--- src/rtl/pwr_sup_pkg.sv ---
package pwr_sup_pkg;

    // Levels the two reset pins settle to when nothing drives them.
    localparam logic PIN_HI_IDLE   = 1'b0;
    localparam logic PIN_LO_N_IDLE = 1'b1;
    localparam logic SDA_IDLE      = 1'b1;

    // Synchronized view of both reset pins.
    typedef struct packed {
        logic hi;
        logic lo_n;
    } pin_pair_t;

    // Reasons that can start a reset timeout.
    typedef struct packed {
        logic manual;
        logic watchdog;
    } trig_src_t;

    // Width of a counter that must hold values 0..max_val.
    function automatic int cnt_width(input int max_val);
        return (max_val < 2) ? 1 : $clog2(max_val + 1);
    endfunction

    // True when either pin shows its asserted level.
    function automatic logic pin_asserted(input pin_pair_t p);
        return p.hi || !p.lo_n;
    endfunction

endpackage

--- src/rtl/psv_sync.sv ---
module psv_sync #(
    parameter int          STAGES = 2,
    parameter int          W      = 1,
    parameter logic [W-1:0] INIT  = '0
) (
    input  logic         clk,
    input  logic         rst,
    input  logic [W-1:0] d,
    output logic [W-1:0] q
);
    logic [W-1:0] stage_q [STAGES];

    for (genvar g = 0; g < STAGES; g++) begin : g_stage
        if (g == 0) begin : g_first
            always_ff @(posedge clk) begin
                if (rst) stage_q[g] <= INIT;
                else     stage_q[g] <= d;
            end
        end else begin : g_next
            always_ff @(posedge clk) begin
                if (rst) stage_q[g] <= INIT;
                else     stage_q[g] <= stage_q[g-1];
            end
        end
    end

    assign q = stage_q[STAGES-1];
endmodule

--- src/rtl/psv_supply_filter.sv ---
module psv_supply_filter #(
    parameter int GLITCH_TICKS = 8
) (
    input  logic clk,
    input  logic rst,
    input  logic ok_s,
    output logic bad_q
);
    import pwr_sup_pkg::*;
    localparam int GW = cnt_width(GLITCH_TICKS);

    logic [GW-1:0] low_run_q;

    always_ff @(posedge clk) begin
        if (rst) begin
            bad_q     <= 1'b1;
            low_run_q <= '0;
        end else if (ok_s) begin
            bad_q     <= 1'b0;
            low_run_q <= '0;
        end else if (!bad_q) begin
            if (low_run_q == GW'(GLITCH_TICKS - 1)) begin
                bad_q     <= 1'b1;
                low_run_q <= '0;
            end else begin
                low_run_q <= low_run_q + 1'b1;
            end
        end
    end

    // a new supply fault is only declared after the flag was seen low
    p_fault_needs_low_r3: assert property (@(posedge clk) disable iff (rst)
        $rose(bad_q) |-> !$past(ok_s));

    // a good sample always clears the fault on the next edge
    p_good_clears_r4: assert property (@(posedge clk) disable iff (rst)
        ok_s |=> !bad_q);
endmodule

--- src/rtl/psv_manual_sense.sv ---
module psv_manual_sense #(
    parameter int SYNC_STAGES = 2
) (
    input  logic                  clk,
    input  logic                  rst,
    input  pwr_sup_pkg::pin_pair_t pins_s,
    input  logic                  active,
    output logic                  trig,
    output logic                  held
);
    import pwr_sup_pkg::*;
    localparam int SETTLE = SYNC_STAGES + 1;
    localparam int QW     = cnt_width(SETTLE);

    pin_pair_t      pins_d;
    logic [QW-1:0]  quiet_q;
    logic           armed;
    logic           hi_rise;
    logic           lo_fall;

    always_ff @(posedge clk) begin
        if (rst) begin
            pins_d.hi   <= PIN_HI_IDLE;
            pins_d.lo_n <= PIN_LO_N_IDLE;
            quiet_q     <= '0;
        end else begin
            pins_d <= pins_s;
            if (active)
                quiet_q <= '0;
            else if (quiet_q != QW'(SETTLE))
                quiet_q <= quiet_q + 1'b1;
        end
    end

    // Our own drive must have been off long enough to leave the synchronizers.
    assign armed   = !active && (quiet_q == QW'(SETTLE));
    assign hi_rise = pins_s.hi && !pins_d.hi;
    assign lo_fall = !pins_s.lo_n && pins_d.lo_n;
    assign trig    = armed && (hi_rise || lo_fall);
    assign held    = pin_asserted(pins_s);

    // an accepted manual edge always puts the block into reset
    p_manual_starts_r5: assert property (@(posedge clk) disable iff (rst)
        trig |=> active);
endmodule

--- src/rtl/psv_watchdog.sv ---
module psv_watchdog #(
    parameter int WDOG_TICKS  = 100,
    parameter int SYNC_STAGES = 2
) (
    input  logic clk,
    input  logic rst,
    input  logic sda_i,
    input  logic active,
    output logic fire_q
);
    import pwr_sup_pkg::*;
    localparam int WW = cnt_width(WDOG_TICKS);

    logic          sda_s;
    logic          sda_d;
    logic [WW-1:0] idle_q;

    psv_sync #(.STAGES(SYNC_STAGES), .W(1), .INIT(SDA_IDLE)) u_sda_sync (
        .clk (clk),
        .rst (rst),
        .d   (sda_i),
        .q   (sda_s)
    );

    always_ff @(posedge clk) begin
        if (rst) begin
            sda_d  <= SDA_IDLE;
            idle_q <= '0;
            fire_q <= 1'b0;
        end else begin
            sda_d  <= sda_s;
            fire_q <= 1'b0;
            if (active || (sda_s != sda_d)) begin
                idle_q <= '0;
            end else if (idle_q == WW'(WDOG_TICKS - 1)) begin
                idle_q <= '0;
                fire_q <= 1'b1;
            end else begin
                idle_q <= idle_q + 1'b1;
            end
        end
    end

    // the idle count stays cleared while reset is active
    p_held_clear_r10: assert property (@(posedge clk) disable iff (rst)
        active |=> (idle_q == '0));

    // an expiry is a single-cycle event
    p_single_fire_r8: assert property (@(posedge clk) disable iff (rst)
        fire_q |=> !fire_q);

    // a line transition never coincides with an expiry on the next edge
    p_edge_blocks_fire_r9: assert property (@(posedge clk) disable iff (rst)
        (sda_s != sda_d) |=> !fire_q);
endmodule

--- src/rtl/psv_timeout.sv ---
module psv_timeout #(
    parameter int HOLD_TICKS = 40
) (
    input  logic                   clk,
    input  logic                   rst,
    input  logic                   supply_bad,
    input  pwr_sup_pkg::trig_src_t trig,
    output logic                   active
);
    import pwr_sup_pkg::*;
    localparam int HW = cnt_width(HOLD_TICKS);

    logic [HW-1:0] remain_q;

    always_ff @(posedge clk) begin
        if (rst)
            remain_q <= HW'(HOLD_TICKS);
        else if (supply_bad || trig.manual || trig.watchdog)
            remain_q <= HW'(HOLD_TICKS);
        else if (remain_q != '0)
            remain_q <= remain_q - 1'b1;
    end

    assign active = supply_bad || (remain_q != '0);

    // a supply fault reloads the full timeout
    p_fault_reloads_r3: assert property (@(posedge clk) disable iff (rst)
        supply_bad |=> (remain_q == HW'(HOLD_TICKS)));

    // reset ends only when the count has just run out with the supply good
    p_release_at_end_r2: assert property (@(posedge clk) disable iff (rst)
        $fell(active) |-> ($past(remain_q) == HW'(1)) && !$past(supply_bad));
endmodule

--- src/rtl/pwr_rst_supervisor.sv ---
module pwr_rst_supervisor #(
    parameter int GLITCH_TICKS = 8,
    parameter int HOLD_TICKS   = 40,
    parameter int WDOG_TICKS   = 100,
    parameter int SYNC_STAGES  = 2,
    parameter bit HAS_WDOG     = 1'b1
) (
    input  logic clk,
    input  logic rst,
    input  logic supply_ok_i,
    input  logic rst_hi_pin_i,
    input  logic rst_lo_n_pin_i,
    input  logic sda_i,
    output logic rst_hi_oe_o,
    output logic rst_lo_oe_o,
    output logic mem_inhibit_o
);
    import pwr_sup_pkg::*;

    logic      supply_s;
    logic      supply_bad;
    pin_pair_t pins_raw;
    pin_pair_t pins_s;
    trig_src_t trig;
    logic      active;
    logic      manual_held;

    psv_sync #(.STAGES(SYNC_STAGES), .W(1), .INIT(1'b0)) u_supply_sync (
        .clk (clk),
        .rst (rst),
        .d   (supply_ok_i),
        .q   (supply_s)
    );

    psv_supply_filter #(.GLITCH_TICKS(GLITCH_TICKS)) u_filter (
        .clk   (clk),
        .rst   (rst),
        .ok_s  (supply_s),
        .bad_q (supply_bad)
    );

    assign pins_raw.hi   = rst_hi_pin_i;
    assign pins_raw.lo_n = rst_lo_n_pin_i;

    psv_sync #(.STAGES(SYNC_STAGES), .W(2), .INIT({PIN_HI_IDLE, PIN_LO_N_IDLE})) u_pin_sync (
        .clk (clk),
        .rst (rst),
        .d   (pins_raw),
        .q   (pins_s)
    );

    psv_manual_sense #(.SYNC_STAGES(SYNC_STAGES)) u_manual (
        .clk    (clk),
        .rst    (rst),
        .pins_s (pins_s),
        .active (active),
        .trig   (trig.manual),
        .held   (manual_held)
    );

    if (HAS_WDOG) begin : g_wdog
        psv_watchdog #(.WDOG_TICKS(WDOG_TICKS), .SYNC_STAGES(SYNC_STAGES)) u_wdog (
            .clk    (clk),
            .rst    (rst),
            .sda_i  (sda_i),
            .active (active),
            .fire_q (trig.watchdog)
        );
    end else begin : g_no_wdog
        assign trig.watchdog = 1'b0;
        logic unused_sda;
        assign unused_sda = sda_i;
    end

    psv_timeout #(.HOLD_TICKS(HOLD_TICKS)) u_timeout (
        .clk        (clk),
        .rst        (rst),
        .supply_bad (supply_bad),
        .trig       (trig),
        .active     (active)
    );

    assign rst_hi_oe_o   = active;
    assign rst_lo_oe_o   = active;
    assign mem_inhibit_o = active || manual_held;

    // when the filtered supply turns good, reset continues for the timeout
    p_hold_after_good_r2: assert property (@(posedge clk) disable iff (rst)
        $fell(supply_bad) |-> rst_hi_oe_o && rst_lo_oe_o);

    // a held pin keeps the memory inhibited after the enables release
    p_held_inhibits_r7: assert property (@(posedge clk) disable iff (rst)
        ($fell(rst_hi_oe_o) && manual_held) |-> mem_inhibit_o);

    // both enables are the same on every cycle
    p_enables_agree_r11: assert property (@(posedge clk) disable iff (rst)
        rst_hi_oe_o == rst_lo_oe_o);
endmodule

--- config.mk ---
export PLATFORM = sky130hd
export DESIGN_NAME = pwr_rst_supervisor
export DESIGN_NICKNAME = d
export VERILOG_FILES = /design/src/rtl/pwr_sup_pkg.sv /design/src/rtl/psv_sync.sv /design/src/rtl/psv_supply_filter.sv /design/src/rtl/psv_manual_sense.sv /design/src/rtl/psv_watchdog.sv /design/src/rtl/psv_timeout.sv /design/src/rtl/pwr_rst_supervisor.sv
export SDC_FILE = /design/constraint.sdc
export NUM_CORES = 1
export LEC_CHECK = 0
export BUFFER_PORTS_ARGS = -buffer_cell sky130_fd_sc_hd__buf_2
export CORE_MARGIN = 10
export CORE_UTILIZATION = 59
export DETAILED_ROUTE_END_ITERATION = 10
export GPL_TIMING_DRIVEN = 1
export PLACE_DENSITY = 0.78
export SLEW_MARGIN = 25
export SYNTH_ARGS = -nofsm -noshare
export SYNTH_HDL_FRONTEND = slang
export SYNTH_SLANG_ARGS = --single-unit
--- constraint.sdc ---
create_clock -name clk -period 4.4 [get_ports clk]
set_clock_uncertainty 0.2 [all_clocks]
set_input_delay 0.44 -clock clk [delete_from_list [all_inputs] [get_ports clk]]
set_output_delay 0.44 -clock clk [all_outputs]
set_load 0.1 [all_outputs]
Word level (Yosys, flattened, before mapping)
Memory sizes are Yosys's and may differ from the RTL's.
Index checks and enable logic that the tools add are counted.
{ "totals": {"reg_bits": 24, "ram_bits": 8, "input_bits": 6, "out_inout_bits": 3, "elab_cells": 61, "mem_count": 3} }
{ "memory_table": {"columns": ["name", "depth", "word_bits", "rd", "rd_ports_with_merged_regs", "write_ports", "line", "rtl"], "rows": [
  ["u_pin_sync.stage_q", 2, 2, 2, 0, 2, "psv_sync.sv:11", "logic [W-1:0] stage_q [STAGES];"],
  ["g_wdog.u_wdog.u_sda_sync.stage_q", 2, 1, 2, 0, 2, "psv_sync.sv:11", null],
  ["u_supply_sync.stage_q", 2, 1, 2, 0, 2, "psv_sync.sv:11", null]
]} }
{ "classes": {"n_addsub": 4, "n_eq_ne": 5, "mux": 14, "bitwise": 6, "reduce_logical": 20} }
{ "ops": {"columns": ["op", "n"], "rows": [
  ["1-bit 2-to-1 mux", 11],
  ["2-bit OR reduction", 4],
  ["7-bit by 1-bit adder with 7-bit output (second input constant)", 1],
  ["7-bit equality test (second input constant)", 1],
  ["1-bit logical OR", 7],
  ["1-bit bitwise OR", 6],
  ["6-bit nonzero test", 1],
  ["6-bit by 1-bit subtractor with 6-bit output (second input constant)", 1],
  ["4-bit by 1-bit adder with 4-bit output (second input constant)", 1],
  ["4-bit by 3-bit equality test with 1-bit output (second input constant)", 1],
  ["1-bit logical AND", 4],
  ["2-bit 2-to-1 mux", 2],
  ["4-bit 2-to-1 mux", 1],
  ["1-bit zero test", 3],
  ["3-bit OR reduction", 1],
  ["2-bit by 1-bit adder with 2-bit output (second input constant)", 1],
  ["2-bit equality test (second input constant)", 1],
  ["2-bit inequality test (second input constant)", 1],
  ["1-bit inequality test", 1]
]} }

Depth between registers and ports, before layout
{ "depth": {"ltp_word": 8, "mapped_depth": 7, "depth_no_buf": 6} }

Hierarchy
Synthesis repeated with hierarchy kept, for this count alone.
{ "unflattened": {"hier_cells": 125, "area_unflattened_um2": 1288.7} }
{ "by_module_without_submodules": {"columns": ["module", "instances", "cells_per_inst", "area_each_um2", "seq_area_each_um2"], "rows": [
  ["psv_watchdog", 1, 37, 357.8, 180.2],
  ["psv_timeout", 1, 32, 315.3, 120.1],
  ["psv_supply_filter", 1, 22, 222.7, 100.1],
  ["psv_manual_sense", 1, 16, 168.9, 80.1],
  ["psv_sync (g_wdog.u_wdog.u_sda_sync ...)", 2, 4, 52.6, 40.0],
  ["psv_sync (u_pin_sync)", 1, 8, 105.1, 80.1],
  ["pwr_rst_supervisor", 1, 2, 13.8, 0.0]
]} }

Worst setup path before layout
OpenSTA, ideal clock, no wires.
{ "synth_path": {"kind": "register -> output", "startpoint": "register u_timeout.remain_q[0]", "endpoint": "output port mem_inhibit_o", "arrival_time_ns": 2.121, "t_required_ns": 3.760, "setup_slack_ns": 1.639, "path_stages_with_launch": 8, "n_path_buf": 1, "cell_sequence": "dfxtp_1 -> inv_1 -> ha_1 -> nor3b_2 -> and2_1 -> buf_6 -> nand2b_4 -> or3b_1"} }
{ "synth_between": {"elab_chain_len": 3} }
{ "synth_rtl": {"columns": ["item", "line", "rtl"], "rows": [
  ["from (decl)", "psv_timeout.sv:13", "logic [HW-1:0] remain_q;"],
  ["from (signal assigned)", "psv_timeout.sv:17", "remain_q <= HW'(HOLD_TICKS);"],
  ["from (signal assigned)", "psv_timeout.sv:19", "remain_q <= HW'(HOLD_TICKS);"],
  ["from (signal assigned)", "psv_timeout.sv:21", "remain_q <= remain_q - 1'b1;"],
  ["6-bit nonzero test", "psv_timeout.sv:24", "assign active = supply_bad || (remain_q != '0);"],
  ["1-bit logical OR", "psv_timeout.sv:24", null],
  ["via rst_hi_oe_o", "pwr_rst_supervisor.sv:14", "output logic rst_hi_oe_o,"],
  ["1-bit logical OR", "pwr_rst_supervisor.sv:85", "assign mem_inhibit_o = active || manual_held;"],
  ["to (decl)", "pwr_rst_supervisor.sv:16", "output logic mem_inhibit_o"]
]} }
The timed path passes the listed nets, and every way through them passes these cells.

Worst setup path in the final report
{ "layout_path": {"startpoint": "register u_timeout.remain_q[0]", "endpoint": "output port mem_inhibit_o"} }
{ "layout_between": {"elab_chain_len": 3} }
{ "layout_rtl": {"columns": ["item", "line"], "rows": [
  ["6-bit nonzero test", "psv_timeout.sv:24"],
  ["1-bit logical OR", "psv_timeout.sv:24"],
  ["1-bit logical OR", "pwr_rst_supervisor.sv:85"]
]} }
Every way passes these cells.

==> results.md <==
* Outcome: finished clean
* Via-to-Cell Ratio at about 5.3
* Die outline width at roughly 67 um
* Clk sinks at 32
* Fraction of synthesis flops using an asynchronous set or reset pin at 0%
* Clock tree from TritonCTS: done
* Number of rows created at floorplan at 16
* Height of the die at 66.8 um
* Routed wire length at 2.12 mm
* Synth top cells by count: sky130_fd_sc_hd__dfxtp_1 (32), sky130_fd_sc_hd__nor2_1 (16), sky130_fd_sc_hd__nand2_1 (9)
* Count of warnings emitted by yosys at 0
* Via count of the first global-routing pass at 897
* Filler instances at around 180
* Final period demand of the worst path at 2970 ps
* Post-synth design cell area at roughly 1300 um2
* Top-level I/O count at 9
* Synth cell types at 37
* Max-slew violations at 0
* Die area at around 4500 um2
* Post-Synthesis Net Count at ~150
* Leading cell types by total area after synthesis: sky130_fd_sc_hd__dfxtp_1 (50%), sky130_fd_sc_hd__ha_1 (4.8%), sky130_fd_sc_hd__xnor2_1 (4.7%)
* Wire length of the first global-routing pass at 3.55 mm
* Initial antenna violation count at 0
* End-of-flow core utilization at between 60% and 70%
* Category of the most critical setup path: flop to primary output
* Post-layout total power at 534 uW
* Resized cells post-CTS at 0
* Remaining global-route overflow at 0
* Post-DRT Antenna Nets at 0
* Clock Root Buffer: sky130_fd_sc_hd__clkbuf_4
* Port Buf Inserts at 8
* Top-count cell post-synth: sky130_fd_sc_hd__dfxtp_1
* Register cell area after layout at between 600 and 700 um2
* Vias after detailed routing at between 900 and 1000
* Detailed router's first-iteration violation count at between 40 and 50
* Synthesis-stage register bit count at 32
* Final routed DRC violation total at 0
* Mean instance size in the synthesized netlist at 9.56 um2
* Largest voltage drop on the vdd net at around 0.27 mV
* Average wire per standard cell at around 12 um
* Layout cell share with drive strength beyond 1 at between 10% and 20%
* DP Wirelength at ~1.5 mm
* Count of H-tree levels built during CTS at 2
* Critical Path Sink Type: primary output
* Number of flops mapped to enable cells by yosys at 0
* Sequence of cells on the critical path: inv_1 -> ha_1 -> nor3b_2 -> and2_1 -> nand2b_4 -> or3b_1 -> buf_2
* Diode count at 0
* Starting Density at between 60% and 70%
* Post-layout nets at 156
* Portion of synthesized cell area occupied by the leading cell type at 49.6%
* RSZ-0062 raised after global routing: false
* Detailed-router iteration count before antenna repair at 4
* Ratio of total power to cell area at ~380 nW/um2
* Clock network latency to the later pin of the worst-skew pair at between 300 and 400 ps
* Post-synth top flop: sky130_fd_sc_hd__dfxtp_1
* Multi-input combinational cell area at 604 um2
* HP Class: input pin to flop
* F_max at about 340 MHz
* CTS Hold Buffers Added at 0
* CP Data Arrival Time at about 2300 ps
* Cts bufs inserted at 5
* Total of endpoints with negative setup slack in the final report at 0
* Period utilization at around two thirds
* Slowest library cell on the worst path: sky130_fd_sc_hd__or3b_1
* Largest net degree at the start of global routing at 21
* Count of maximum capacitance violations at 0
* Buffer depth of the longest clock path at 2
* Final total negative setup slack at 0 ps
* GRT Overall Usage at about a tenth
* Core area at 2020 um2
* Final hold violation count at 0
* Clock slew at reported path FFs at 90 ps
* Element type at the critical path start: flop
* Measured slew at the worst slew-check pin at 492 ps
* CP max stage delay at roughly 360 ps
* Cell family contributing the most delay on the critical path: simple AND/OR/NAND/NOR gates
* Worst endpoint required time at 3760 ps
* Critical path buffer and inverter count at 2
* Post-CTS Setup Repair Bufs at 0
* Maximum fanout along the worst path at 7
* Leakage at approximately 0.00053 uW
* Cells after synthesis at around 140
* Cell type with the largest total area after synthesis: sky130_fd_sc_hd__dfxtp_1
* Synth-to-Final Area Change at 9.21%
* Slew headroom at 67.5%
* Routability cong. at approximately 0.77
* Sequential fraction of the synthesis area at between 40 and 50%
-- per-layer routing --
layer  track usage [%]  routed length [um]  vias to the layer above
li1                  -                   -                      474
met1              10.4                 944                      435
met2              17.7                1070                       11
met3              4.35                  88                        2
met4              3.93                  19                        0
met5                 0                   0                        -
-- where the power goes --
part	switching, uW	internal, uW
Clock	95.5	119
Sequential	4.96	296
Combinational	9.11	9.92
-- through the flow --
stage                     instances  worst slack [ps]  cell area [um2]  hold WS (ps)
after floorplan                 135              1640             1290           189
after global placement          165              1860             1330           195
after detailed placement        165              1790             1330           199
after CTS                       173              1420             1410          89.4
after global routing            173              1290             1410          91.7
final                           173              1430             1410          96.2
-- final timing paths --
check,to,slack [ps],from,depth (start not counted)
max reg2reg,g_wdog.u_wdog.idle_q[6],2620,u_timeout.remain_q[0],6
min,u_pin_sync.stage_q[0][0],100,rst_lo_n_pin_i,2
min reg2reg,u_pin_sync.stage_q[1][0],220,u_pin_sync.stage_q[0][0],1
max,mem_inhibit_o,1430,u_timeout.remain_q[0],7
-- cell usage in the layout (no fill, tap or decap), drive strengths merged, types with 2 or more instances in the layout --
master  netlist  final
a211o         2      2
nand2b        2      2
nor2         16     16
xor2          2      2
inv           4      4
nor3          5      5
or2           6      6
a211oi        2      2
nand2         9      9
mux2i         2      2
or3           3      3
buf           3      8
nand4         3      3
nor2b         8      8
o21ai         3      3
xnor2         7      7
dfxtp        32     32
nand3         4      4
a21oi         3      3
clkbuf        2      6
ha            5      5
o31ai         2      2
-- state kept, by name (all words and copies together), names as in the netlist --
register                          flops
g_wdog.u_wdog.u_sda_sync.stage_q      2
u_manual.quiet_q                      2
u_filter.low_run_q                    4
g_wdog.u_wdog.idle_q                  7
g_wdog.u_wdog.fire_q                  1
g_wdog.u_wdog.sda_d                   1
u_pin_sync.stage_q                    4
u_manual.pins_d                       2
u_supply_sync.stage_q                 2
u_filter.bad_q                        1
u_timeout.remain_q                    6
-- area by class of cell --
| class | instances | share of cell area [%] |
|---|---|---|
| Inverter | 4 | 1.06 |
| Clock buffer | 6 | 2.93 |
| Tap cell | 27 | 2.40 |
| Timing Repair Buffer | 8 | 2.84 |
| Multi-Input combinational cell | 94 | 42.9 |
| Sequential cell | 32 | 45.4 |
| Clock inverter | 2 | 2.48 |
-- worst register-to-register path, cell delays in order, from the launching register on --
cell	delay, ps
sky130_fd_sc_hd__dfxtp_1	350
sky130_fd_sc_hd__inv_1	90
sky130_fd_sc_hd__ha_1	190
sky130_fd_sc_hd__nor3b_2	290
sky130_fd_sc_hd__nand4_1	160
sky130_fd_sc_hd__nand2b_1	290
sky130_fd_sc_hd__nor2_1	140
-- logic make-up after synthesis --
family / share of synthesized area (%)
flip-flops: 49.6
buffers and inverters: 3.58
XOR/XNOR: 6.10
AND/OR/NAND/NOR: 26.6
multiplexers: 1.55
AO/OA/AOI/OAI: 7.75
adder cells (fa/ha/maj): 4.84
(Power assumes the default switching activity.)
